`src/rtl/tsm_pkg.sv`:
```
package tsm_pkg;

  localparam int TSM_WMAX = 64;

  // True when the upper line holds the strictly smaller unsigned value.
  function automatic logic tsm_upper_less(input logic [TSM_WMAX-1:0] up,
                                          input logic [TSM_WMAX-1:0] dn);
    return up < dn;
  endfunction

  // Live line count at level t of a halving reduction that starts with k0 lines.
  function automatic int tsm_lines_at(input int k0, input int t);
    int c;
    c = k0;
    for (int s = 0; s < t; s++) c = (c + 1) / 2;
    return c;
  endfunction

  // Comparators used by both networks together.
  function automatic int tsm_cell_total(input int n);
    return 2 * n - 3;
  endfunction

endpackage

```
`src/rtl/tsm_cas.sv`:
```
module tsm_cas #(
  parameter int M = 8
) (
  input  logic [M-1:0] up_i,
  input  logic [M-1:0] dn_i,
  output logic [M-1:0] up_o,
  output logic [M-1:0] dn_o
);
  logic swap;
  assign swap = tsm_pkg::tsm_upper_less(tsm_pkg::TSM_WMAX'(up_i), tsm_pkg::TSM_WMAX'(dn_i));
  assign dn_o = swap ? up_i : dn_i;
  assign up_o = swap ? dn_i : up_i;
endmodule

```
`src/rtl/tsm_pick.sv`:
```
module tsm_pick #(
  parameter int M = 8
) (
  input  logic [M-1:0] up_i,
  input  logic [M-1:0] dn_i,
  output logic [M-1:0] min_o
);
  assign min_o = tsm_pkg::tsm_upper_less(tsm_pkg::TSM_WMAX'(up_i), tsm_pkg::TSM_WMAX'(dn_i))
                 ? up_i : dn_i;
endmodule

```
`src/rtl/tsm_first_net.sv`:
```
module tsm_first_net #(
  parameter int N = 8,
  parameter int M = 8
) (
  input  logic [N*M-1:0] vals_i,
  output logic [N*M-1:0] lines_o
);
  localparam int L = $clog2(N);

  logic [M-1:0] f [L+1][N];

  for (genvar n = 0; n < N; n++) begin : g_load
    assign f[0][n] = vals_i[n*M +: M];
    assign lines_o[n*M +: M] = f[L][n];
  end

  for (genvar i = 0; i < L; i++) begin : g_lvl
    localparam int HALF = 1 << i;
    localparam int STEP = HALF * 2;
    for (genvar n = 0; n < N; n++) begin : g_line
      localparam int D = N - 1 - n;
      if (D % STEP == 0) begin : g_cell
        tsm_cas #(.M(M)) u_cas (
          .up_i (f[i][n-HALF]),
          .dn_i (f[i][n]),
          .up_o (f[i+1][n-HALF]),
          .dn_o (f[i+1][n])
        );
      end else if (D % STEP != HALF) begin : g_pass
        assign f[i+1][n] = f[i][n];
      end
    end
  end
endmodule

```
`src/rtl/tsm_second_net.sv`:
```
module tsm_second_net #(
  parameter int K  = 7,
  parameter int LV = 3,
  parameter int M  = 8
) (
  input  logic [K*M-1:0] lines_i,
  output logic [M-1:0]   min_o
);
  logic [M-1:0] s [LV+1][K];

  for (genvar k = 0; k < K; k++) begin : g_load
    assign s[0][k] = lines_i[k*M +: M];
  end

  for (genvar t = 0; t < LV; t++) begin : g_lvl
    localparam int CNT  = tsm_pkg::tsm_lines_at(K, t);
    localparam int NEXT = tsm_pkg::tsm_lines_at(K, t + 1);
    for (genvar k = 0; k < K; k++) begin : g_slot
      if (k < NEXT && 2*k + 1 < CNT) begin : g_cell
        tsm_pick #(.M(M)) u_pick (
          .up_i  (s[t][2*k]),
          .dn_i  (s[t][2*k+1]),
          .min_o (s[t+1][k])
        );
      end else if (k < NEXT) begin : g_pass
        assign s[t+1][k] = s[t][2*k];
      end else begin : g_idle
        assign s[t+1][k] = s[t][k];
      end
    end
  end

  assign min_o = s[LV][0];
endmodule

```
`src/rtl/two_min_net.sv`:
```
module two_min_net #(
  parameter int N       = 8,
  parameter int M       = 8,
  parameter bit OUT_REG = 1'b1
) (
  input  logic           clk,
  input  logic           rst_n,
  input  logic [N*M-1:0] vals,
  output logic [M-1:0]   smallest,
  output logic [M-1:0]   next_smallest
);
  localparam int L  = $clog2(N);
  localparam int K  = N - 1;
  localparam int SW = M + L;

  // Named internal events for the checks below.
  logic [N*M-1:0] first_bus;
  logic [K*M-1:0] rest_bus;
  logic [M-1:0]   floor_line;
  logic [M-1:0]   runner_line;
  logic [SW-1:0]  in_sum;
  logic [SW-1:0]  net_sum;

  tsm_first_net #(.N(N), .M(M)) u_first (
    .vals_i  (vals),
    .lines_o (first_bus)
  );

  assign rest_bus   = first_bus[K*M-1:0];
  assign floor_line = first_bus[K*M +: M];

  tsm_second_net #(.K(K), .LV(L), .M(M)) u_second (
    .lines_i (rest_bus),
    .min_o   (runner_line)
  );

  if (OUT_REG) begin : g_reg
    always_ff @(posedge clk or negedge rst_n) begin
      if (!rst_n) begin
        smallest      <= '0;
        next_smallest <= '0;
      end else begin
        smallest      <= floor_line;
        next_smallest <= runner_line;
      end
    end
  end else begin : g_comb
    assign smallest      = floor_line;
    assign next_smallest = runner_line;
  end

  always_comb begin
    in_sum  = '0;
    net_sum = '0;
    for (int k = 0; k < N; k++) begin
      in_sum  = in_sum  + SW'(vals[k*M +: M]);
      net_sum = net_sum + SW'(first_bus[k*M +: M]);
    end
  end

  // the first network only permutes its items
  assert_perm_R4: assert property (@(posedge clk) disable iff (!rst_n)
    in_sum == net_sum);

  for (genvar n = 0; n < K; n++) begin : g_chk
    // the last line of the first network is the floor of all lines
    assert_floor_R1: assert property (@(posedge clk) disable iff (!rst_n)
      floor_line <= first_bus[n*M +: M]);
    // the runner-up is the floor of the leftover lines
    assert_runner_R2: assert property (@(posedge clk) disable iff (!rst_n)
      runner_line <= rest_bus[n*M +: M]);
  end

  // ordering of the two results at the ports
  assert_order_R7: assert property (@(posedge clk) disable iff (!rst_n)
    smallest <= next_smallest);

  // the runner-up is never below the leftover floor of the first network
  assert_rank_R2: assert property (@(posedge clk) disable iff (!rst_n)
    floor_line <= runner_line);
endmodule

```
`config.mk`:
```
export PLATFORM = sky130hd
export DESIGN_NAME = two_min_net
export DESIGN_NICKNAME = d
export VERILOG_FILES = /design/src/rtl/tsm_pkg.sv /design/src/rtl/tsm_cas.sv /design/src/rtl/tsm_pick.sv /design/src/rtl/tsm_first_net.sv /design/src/rtl/tsm_second_net.sv /design/src/rtl/two_min_net.sv
export SDC_FILE = /design/constraint.sdc
export NUM_CORES = 1
export LEC_CHECK = 0
export BUFFER_PORTS_ARGS = -buffer_cell sky130_fd_sc_hd__buf_2
export CAP_MARGIN = 5
export CELL_PAD_IN_SITES_DETAIL_PLACEMENT = 0
export CELL_PAD_IN_SITES_GLOBAL_PLACEMENT = 1
export CORE_ASPECT_RATIO = 0.75
export CORE_MARGIN = 2
export CORE_UTILIZATION = 43
export CTS_CLUSTER_SIZE = 25
export DETAILED_ROUTE_END_ITERATION = 6
export PLACE_DENSITY = 0.9
export SLEW_MARGIN = 20
export SYNTH_ARGS = -nofsm -noshare
export SYNTH_HDL_FRONTEND = slang
export SYNTH_SLANG_ARGS = --single-unit
```
`constraint.sdc`:
```
create_clock -name clk -period 0.8 [get_ports clk]
set_input_delay 0.12 -clock clk [delete_from_list [all_inputs] [get_ports clk]]
set_output_delay 0.12 -clock clk [all_outputs]
set_load 0.03 [all_outputs]
```
==> metrics.csv, run 1 <==
stage,metric,value,unit
floorplan,dieArea,0.0122,mm^2
floorplan,core-area,0.0110,mm^2
worst_setup_path,cp_max_fo,7,
finish,syn_to_final_growth,76.3,%
sta,period_minus_slack,10.77,ns
floorplan,dieWidth,127,um
placed_design,dp_cells,1109,
run_status,violations,"design-rule violations, negative setup slack",
sta,maxSlewViolCount,0,
detailed_routing,first_pass_iters,7,
clock_tree,cts.clk_slew.worst_paths,0.06,ns
floorplan,start_util,44.3,%
worst_setup_path,worst_setup_path_start_kind,input port,
detailed_routing,viasPerCell,6.56,
synth,synth_top_area_cell,ha_1,
power_and_ir_drop,leakage,4.45,nW
detailed_routing,drc,8,
clock_tree,cts_tree,built,
synth,async_flop_share,100,%
worst_setup_path,cp_data_arrival_time,10.95,ns
floorplan,ios,82,
finish,final_cell_count_no_fill,1154,
worst_setup_path,cpMostUsedCell,a21o_1,
finish,fin_nets,1165,
worst_setup_path,critPathKind,input port to register,
finish,fin_area,0.00858,mm^2
floorplan,rows,33,
detailed_routing,route.vias.total,7569,
finish,final_common_cell,buf_4,
clock_tree,cts_buffers,3,
global_route,grt_pass1_wl,33.3,mm
sta,rsz0062_at_grt,yes,
global_route,overflow,0,
power_and_ir_drop,peakVddDrop,4.83,mV
sta,tns,-117.77,ns
detailed_routing,drt-total-wl,28.0,mm
sta,holdWs,0.331,ns
sta,final-setup-viol-count,32,
synth,syn_nets,786,
global_route,grt_usage,34.3,%
synth,synth_area,0.00486,mm^2
global_route,antenna_found_initial,0,
worst_setup_path,end_kind,register,
placed_design,hpwl,14.7,mm
floorplan,die_y,96.1,um
global_route,grt_pass1_vias,6891,
detailed_routing,drtAntennaViolNets,0,
worst_setup_path,slowest_delay,0.37,ns
finish,n_antenna_cell,0,
placed_design,postPlaceCellArea,0.00753,mm^2
sta,setup_ws,-9.97,ns
finish,final_cell_mix,"buf_4 (299), inv_1 (73), ha_1 (67), buf_2 (59), nor2_1 (55)",
synth,synth_top_area_share,21.6,%
clock_tree,htree_levels,1,
sta,clock.fmax,0.0929,GHz
synth,synth.yosys.warnings,0,
synth,synth_edf_count,0,
power_and_ir_drop,p_per_area,4420,mW/mm^2
flow_run,maxCapViolations,0,
synth,ys_types,63,
min_path,hold_class,input port to asynchronous set/reset pin,
sta,slew_headroom,55.9,%
synth,syn_avg_cell_area,7.65,um^2
detailed_routing,drt-initial-drc-count,1214,
placed_design,io_buffers,81,
synth,synth_area_leaders,"ha_1 (22%), mux2i_1 (13%), dfrtp_1 (8.2%)",
finish,drive_gt1_share,52.1,%
clock_tree,cts.sinks,16,
sta,hold_viol,0,
clock_tree,clockBufferDepth,2,
power_and_ir_drop,power,37.9,mW
detailed_routing,post_drt_wl_per_cell,24.3,um
sta,min_period_over_period,1350,%
synth,dominantRegCellSynth,dfrtp_1,
synth,ys_seq_area_share,8.23,%
placed_design,gp_congestion,0.974,
sta,tightest_slew,0.662,ns
clock_tree,clockRootBuffer,clkbuf_16,
worst_setup_path,crit_required,0.98,ns
global_route,grt_max_degree,17,
worst_setup_path,cpMaxStageDelayCell,a41oi_4,
run_status,status,"finished, violations left",
synth,ys_ff_latch,16,
synth,syn-instance-count,636,
-- state kept, by name, summed over array words and instances, names as in the netlist --
register and count:
next_smallest 8, smallest 8
-- worst max-delay path: cells and delay by family --
kind / cells / cell delay (ns)
AO/OA/AOI/OAI: 27 / 5.86
adder cells (fa/ha/maj): 6 / 1.44
buffers and inverters: 9 / 1.06
multiplexers: 4 / 0.98
AND/OR/NAND/NOR: 10 / 1.45
-- layout make-up --
class,count,area (um^2)
multi-input combinational,517,4640
clock buffer,4,88.8
tap,140,175
fill,589,2410
sequential,16,400
inverter,87,344
timing repair buffer,390,2920
-- cell usage after synthesis, types with 6 or more instances --
| cell | number |
|---|---|
| nor2b_1 | 7 |
| o21a_1 | 22 |
| dfrtp_1 | 16 |
| clkbuf_1 | 17 |
| mux2i_1 | 61 |
| mux2_2 | 30 |
| a21oi_1 | 62 |
| nand2_1 | 42 |
| o22ai_1 | 6 |
| ha_1 | 84 |
| a21o_1 | 17 |
| o21ai_0 | 30 |
| nand4_1 | 7 |
| o211ai_1 | 7 |
| nor2_1 | 62 |
| inv_1 | 87 |
-- repair_timing --
item,in CTS,in global routing
hold buffers,1,0
hold endpoints to repair,16,0
pin swaps,39,25
cloned,1,0
setup endpoints to repair,32,32
setup buffers,27,13
resized for setup,97,54
-- cell families (layout without fill, tap and decap cells) --
logic type	count (synthesis)	after routing	synth area share (%)
multiplexers	92	92	19.8
XOR/XNOR	1	1	0.180
flip-flops	16	16	8.23
buffers and inverters	104	481	8.03
AND/OR/NAND/NOR	138	138	12.6
adder cells (fa/ha/maj)	87	87	22.3
AO/OA/AOI/OAI	198	199	28.9
-- per-layer routing --
layer | GRT usage [%] | up-vias | part of all wire (%)
met5 | 0 | - | 0
met4 | 17.4 | 0 | 9.0
met3 | 9.56 | 308 | 14
met2 | 56.5 | 795 | 41
met1 | 41.6 | 3389 | 35
li1 | - | 3077 | -
-- worst max path at each step --
| stage | startpoint | end | slack (ns) | depth (start not counted) |
|---|---|---|---|---|
| 6_report | vals[45] | next_smallest[2]$_DFF_PN0_ | -9.97 | 56 |
| 3_3_place_gp | vals[46] | next_smallest[7]$_DFF_PN0_ | -8.57 | 56 |
| 4_1_cts | vals[46] | next_smallest[7]$_DFF_PN0_ | -8.29 | 56 |
| 3_5_place_dp | vals[46] | next_smallest[7]$_DFF_PN0_ | -9.16 | 56 |
| 5_1_grt | vals[45] | next_smallest[3]$_DFF_PN0_ | -10.29 | 57 |
| 2_1_floorplan | vals[46] | next_smallest[1]$_DFF_PN0_ | -8.87 | 58 |
-- report_power, final --
part           internal, mW  switching [mW]
sequential             1.35           0.265
clock                 0.765           0.412
combinational          17.1            18.0
-- stage by stage --
step	setup slack [ns]	util [%]
after floorplan	-8.87	-
after global placement	-8.57	68.6
after detailed placement	-9.16	68.6
after CTS	-8.29	75.3
after global routing	-10.29	78.1
final	-9.97	78.1
(Power assumes the default switching activity.)
==> run 2: changes to the inputs <==
--- a/config.mk
+++ b/config.mk
@@ -11,11 +11,14 @@
 export CELL_PAD_IN_SITES_GLOBAL_PLACEMENT = 1
 export CORE_ASPECT_RATIO = 0.75
 export CORE_MARGIN = 2
-export CORE_UTILIZATION = 43
+export CORE_UTILIZATION = 46
 export CTS_CLUSTER_SIZE = 25
 export DETAILED_ROUTE_END_ITERATION = 6
+export GPL_ROUTABILITY_DRIVEN = 0
+export HOLD_SLACK_MARGIN = 0.15
 export PLACE_DENSITY = 0.9
 export SLEW_MARGIN = 20
 export SYNTH_ARGS = -nofsm -noshare
 export SYNTH_HDL_FRONTEND = slang
+export SYNTH_HIERARCHICAL = 1
 export SYNTH_SLANG_ARGS = --single-unit
==> run 2 against run 1 <==
The run ends with negative setup slack left. Combinational power decreased by 32%. Worst hold slack improved by 0.00094 ns. First-iteration DRC count fell by 74%. Worst setup slack gained 1.9 ns. Critical path type unchanged. Highest routed layer unchanged.
==> metrics.csv, run 2 <==
stage,metric,value,unit,change
synth,dominantRegCellSynth,dfrtp_1,,unchanged
flow_run,maxCapViolations,0,,unchanged
sta,setup_ws,-8.11,ns,was -9.97 ns
worst_setup_path,slowest_delay,0.46,ns,was 0.37 ns
worst_setup_path,cp_top_family,compound AO/OA/AOI/OAI gates,,unchanged
power_and_ir_drop,p_per_area,3330,mW/mm^2,was 4420 mW/mm^2
floorplan,rows,33,,unchanged
global_route,antenna_found_initial,0,,unchanged
worst_setup_path,cp_data_arrival_time,9.03,ns,was 10.95 ns
synth,syn_avg_cell_area,10.2,um^2,was 7.65 um^2
synth,synth_edf_count,0,,unchanged
sta,period_minus_slack,8.91,ns,was 10.77 ns
detailed_routing,topRoutingLayerUsed,met4,,unchanged
floorplan,dieWidth,125,um,was 127 um
floorplan,start_util,46.6,%,was 44.3%
synth,syn-instance-count,495,,was 636
detailed_routing,wl_met1,7.45,mm,was 9.93 mm
sta,rsz0062_at_grt,yes,,unchanged
global_route,overflow,0,,unchanged
synth,synth_top_area_share,22.6,%,was 21.6%
sta,hold_viol,0,,unchanged
power_and_ir_drop,peakVddDrop,3.68,mV,was 4.83 mV
worst_setup_path,end_kind,register,,unchanged
synth,ys_ff_latch,16,,unchanged
sta,slew_headroom,72.4,%,was 55.9%
global_route,grt_max_degree,17,,unchanged
floorplan,ios,82,,unchanged
synth,synth_adder_area_share,22.6,%,was 22.3%
sta,clock.fmax,0.112,GHz,was 0.0929 GHz
sta,holdWs,0.332,ns,was 0.331 ns
synth,async_flop_share,100,%,unchanged
sta,final-setup-viol-count,32,,unchanged
detailed_routing,post_drt_wl_per_cell,21.6,um,was 24.3 um
power_and_ir_drop,leakage,4.18,nW,was 4.45 nW
finish,n_fill_cell,616,,was 589
synth,syn_nets,652,,was 786
synth,synth.yosys.warnings,6,,was 0
synth,synth_compound_area_share,13.9,%,was 28.9%
worst_setup_path,cpMostUsedCell,a211oi_4,,was a21o_1
synth,synth_top_family_by_area,multiplexers,,was compound AO/OA/AOI/OAI gates
worst_setup_path,cp_max_fo,7,,unchanged
clock_tree,htree_levels,1,,unchanged
synth,ys_seq_area_share,7.94,%,was 8.23%
detailed_routing,drt-initial-drc-count,314,,"was 1,214"
finish,top_regs,"next_smallest: 8 flops, smallest: 8 flops",,unchanged
detailed_routing,drc,0,,was 8
detailed_routing,drtAntennaViolNets,0,,unchanged
min_path,hold_class,input port to asynchronous set/reset pin,,unchanged
finish,syn_to_final_growth,58.5,%,was 76.3%
global_route,grt_pass1_wl,24.8,mm,was 33.3 mm
run_status,status,"finished, violations left",,unchanged
synth,yosysMostFrequentCell,inv_1,,unchanged
clock_tree,cts_buffers,3,,unchanged
placed_design,hpwl,12.4,mm,was 14.7 mm
placed_design,postPlaceCellArea,0.00701,mm^2,was 0.00753 mm^2
synth,ys_top_cells_by_count,"inv_1 (104), ha_1 (91), mux2_2 (90)",,"was inv_1 (87), ha_1 (84), a21oi_1 (62), nor2_1 (62), mux2i_1 (61)"
worst_setup_path,path_buf_inv,13,,was 9
floorplan,core-area,0.0108,mm^2,was 0.0110 mm^2
worst_setup_path,worst_setup_path_start_kind,input port,,unchanged
run_status,violations,negative setup slack,,"was design-rule violations, negative setup slack"
clock_tree,cts.sinks,16,,unchanged
detailed_routing,route.met3.wl,1.60,mm,was 3.99 mm
sta,maxSlewViolCount,0,,unchanged
synth,ys_types,14,,was 63
synth,synth_area_leaders,"ha_1 (23%), mux2_4 (21%), mux2_2 (20%)",,"was ha_1 (22%), mux2i_1 (13%), dfrtp_1 (8.2%)"
global_route,grt_pass1_vias,5094,,"was 6,891"
synth,synth_xor_area_share,0,%,was 0.180%
placed_design,io_buffers,81,,unchanged
finish,fin_nets,930,,"was 1,165"
detailed_routing,drt-total-wl,19.7,mm,was 28.0 mm
synth,synth_top_area_cell,ha_1,,unchanged
synth,synthSimpleGateAreaFrac,4.19,%,was 12.6%
global_route,grt_usage,26.0,%,was 34.3%
detailed_routing,first_pass_iters,4,,was 7
clock_tree,clockBufferDepth,2,,unchanged
worst_setup_path,critPathKind,input port to register,,unchanged
sta,min_period_over_period,1110,%,was 1350%
sta,tns,-98.42,ns,was -117.77 ns
detailed_routing,route.vias.total,5256,,"was 7,569"
detailed_routing,wl_met2,9.63,mm,was 11.6 mm
power_and_ir_drop,power,26.6,mW,was 37.9 mW
sta,tightest_slew,0.414,ns,was 0.662 ns
worst_setup_path,crit_required,0.93,ns,was 0.98 ns
floorplan,dieArea,0.0118,mm^2,was 0.0122 mm^2
finish,drive_gt1_share,68.7,%,was 52.1%
finish,final_common_cell,buf_4,,unchanged
synth,synth_area,0.00504,mm^2,was 0.00486 mm^2
clock_tree,cts.clk_slew.worst_paths,0.05,ns,was 0.06 ns
clock_tree,clockRootBuffer,clkbuf_16,,unchanged
finish,fin_area,0.00800,mm^2,was 0.00858 mm^2
finish,final_cell_mix,"buf_4 (174), mux2_4 (104), inv_1 (85), ha_1 (62), buf_2 (59)",,"was buf_4 (299), inv_1 (73), ha_1 (67), buf_2 (59), nor2_1 (55)"
finish,n_antenna_cell,0,,unchanged
synth,muxShareOfSynthArea,40.9,%,was 19.8%
worst_setup_path,cpMaxStageDelayCell,a2111o_1,,was a41oi_4
clock_tree,cts_tree,built,,unchanged
detailed_routing,viasPerCell,5.77,,was 6.56
floorplan,die_y,94.7,um,was 96.1 um
-- run 2: cell types whose count changed after synthesis, moves of 8 or more --
cell	change
a2111o_1	+12
a211oi_1	+8
a211oi_4	+13
a21o_1	-17
a21oi_1	-49
clkbuf_1	-17
inv_1	+17
mux2_2	+60
mux2_4	+69
mux2i_1	-61
nand2_1	-42
nand2b_1	+8
nor2_1	-49
o21a_1	-22
-- run 2: stage by stage --
| step | worst slack, ns | utilization [%] | cells |
|---|---|---|---|
| finish | -8.11 | 73.9 | 911 |
| global route | -8.19 | 73.9 | 911 |
| detailed placement | -8.07 | 64.8 | 871 |
| CTS | -7.76 | 69.7 | 894 |
| floorplan | -7.90 | - | 495 |
| global placement | -7.73 | 64.8 | 871 |
-- run 2: cell type report --
type	instances	area (um^2)	area share [%]
multi-input cells	368	4730	59.1
repair buffers	280	2200	27.5
inverters	104	418	5.23
flip-flops and latches	16	400	5.01
well taps	140	175	2.19
clock buffers	3	75.1	0.939
-- run 2: worst max path at each step --
stage          depth (start not counted)  slack, ns                    endpoint     start
2_1_floorplan                         29      -7.90  next_smallest[0]$_DFF_PN0_  vals[41]
3_3_place_gp                          36      -7.73  next_smallest[0]$_DFF_PN0_  vals[41]
3_5_place_dp                          39      -8.07  next_smallest[0]$_DFF_PN0_  vals[41]
4_1_cts                               34      -7.76  next_smallest[0]$_DFF_PN0_   vals[9]
5_1_grt                               41      -8.19  next_smallest[1]$_DFF_PN0_  vals[57]
6_report                              39      -8.11  next_smallest[1]$_DFF_PN0_  vals[57]
-- run 2: metal layers --
metal,GRT usage [%],vias to the layer above
li1,-,2340
met1,32.6,2522
met2,48.0,290
met3,4.19,104
met4,5.00,0
met5,0,-
-- run 2: cell families after synthesis --
logic type                 Yosys count
DFF                                 16
adders and majority gates           91
AOI/OAI and AO/OA                   78
buffers and inverters              111
muxes                              160
and+or+nand+nor                     39
-- run 2: power breakdown --
group / leakage (nW) / switching, mW / internal, mW
sequential: 0.186 / 0.293 / 1.30
combinational: 3.96 / 11.0 / 13.0
clock: 0.0370 / 0.346 / 0.658
-- run 2: timing repair --
action / 4_1_cts / 5_1_grt
pin swaps: 29 / 35
buffers inserted: 19 / 18
hold buffers: 1 / 0
setup endpoints to repair: 32 / 32
gates resized for setup: 85 / 78
gates cloned: 1 / 0
hold endpoints to repair: 16 / 0
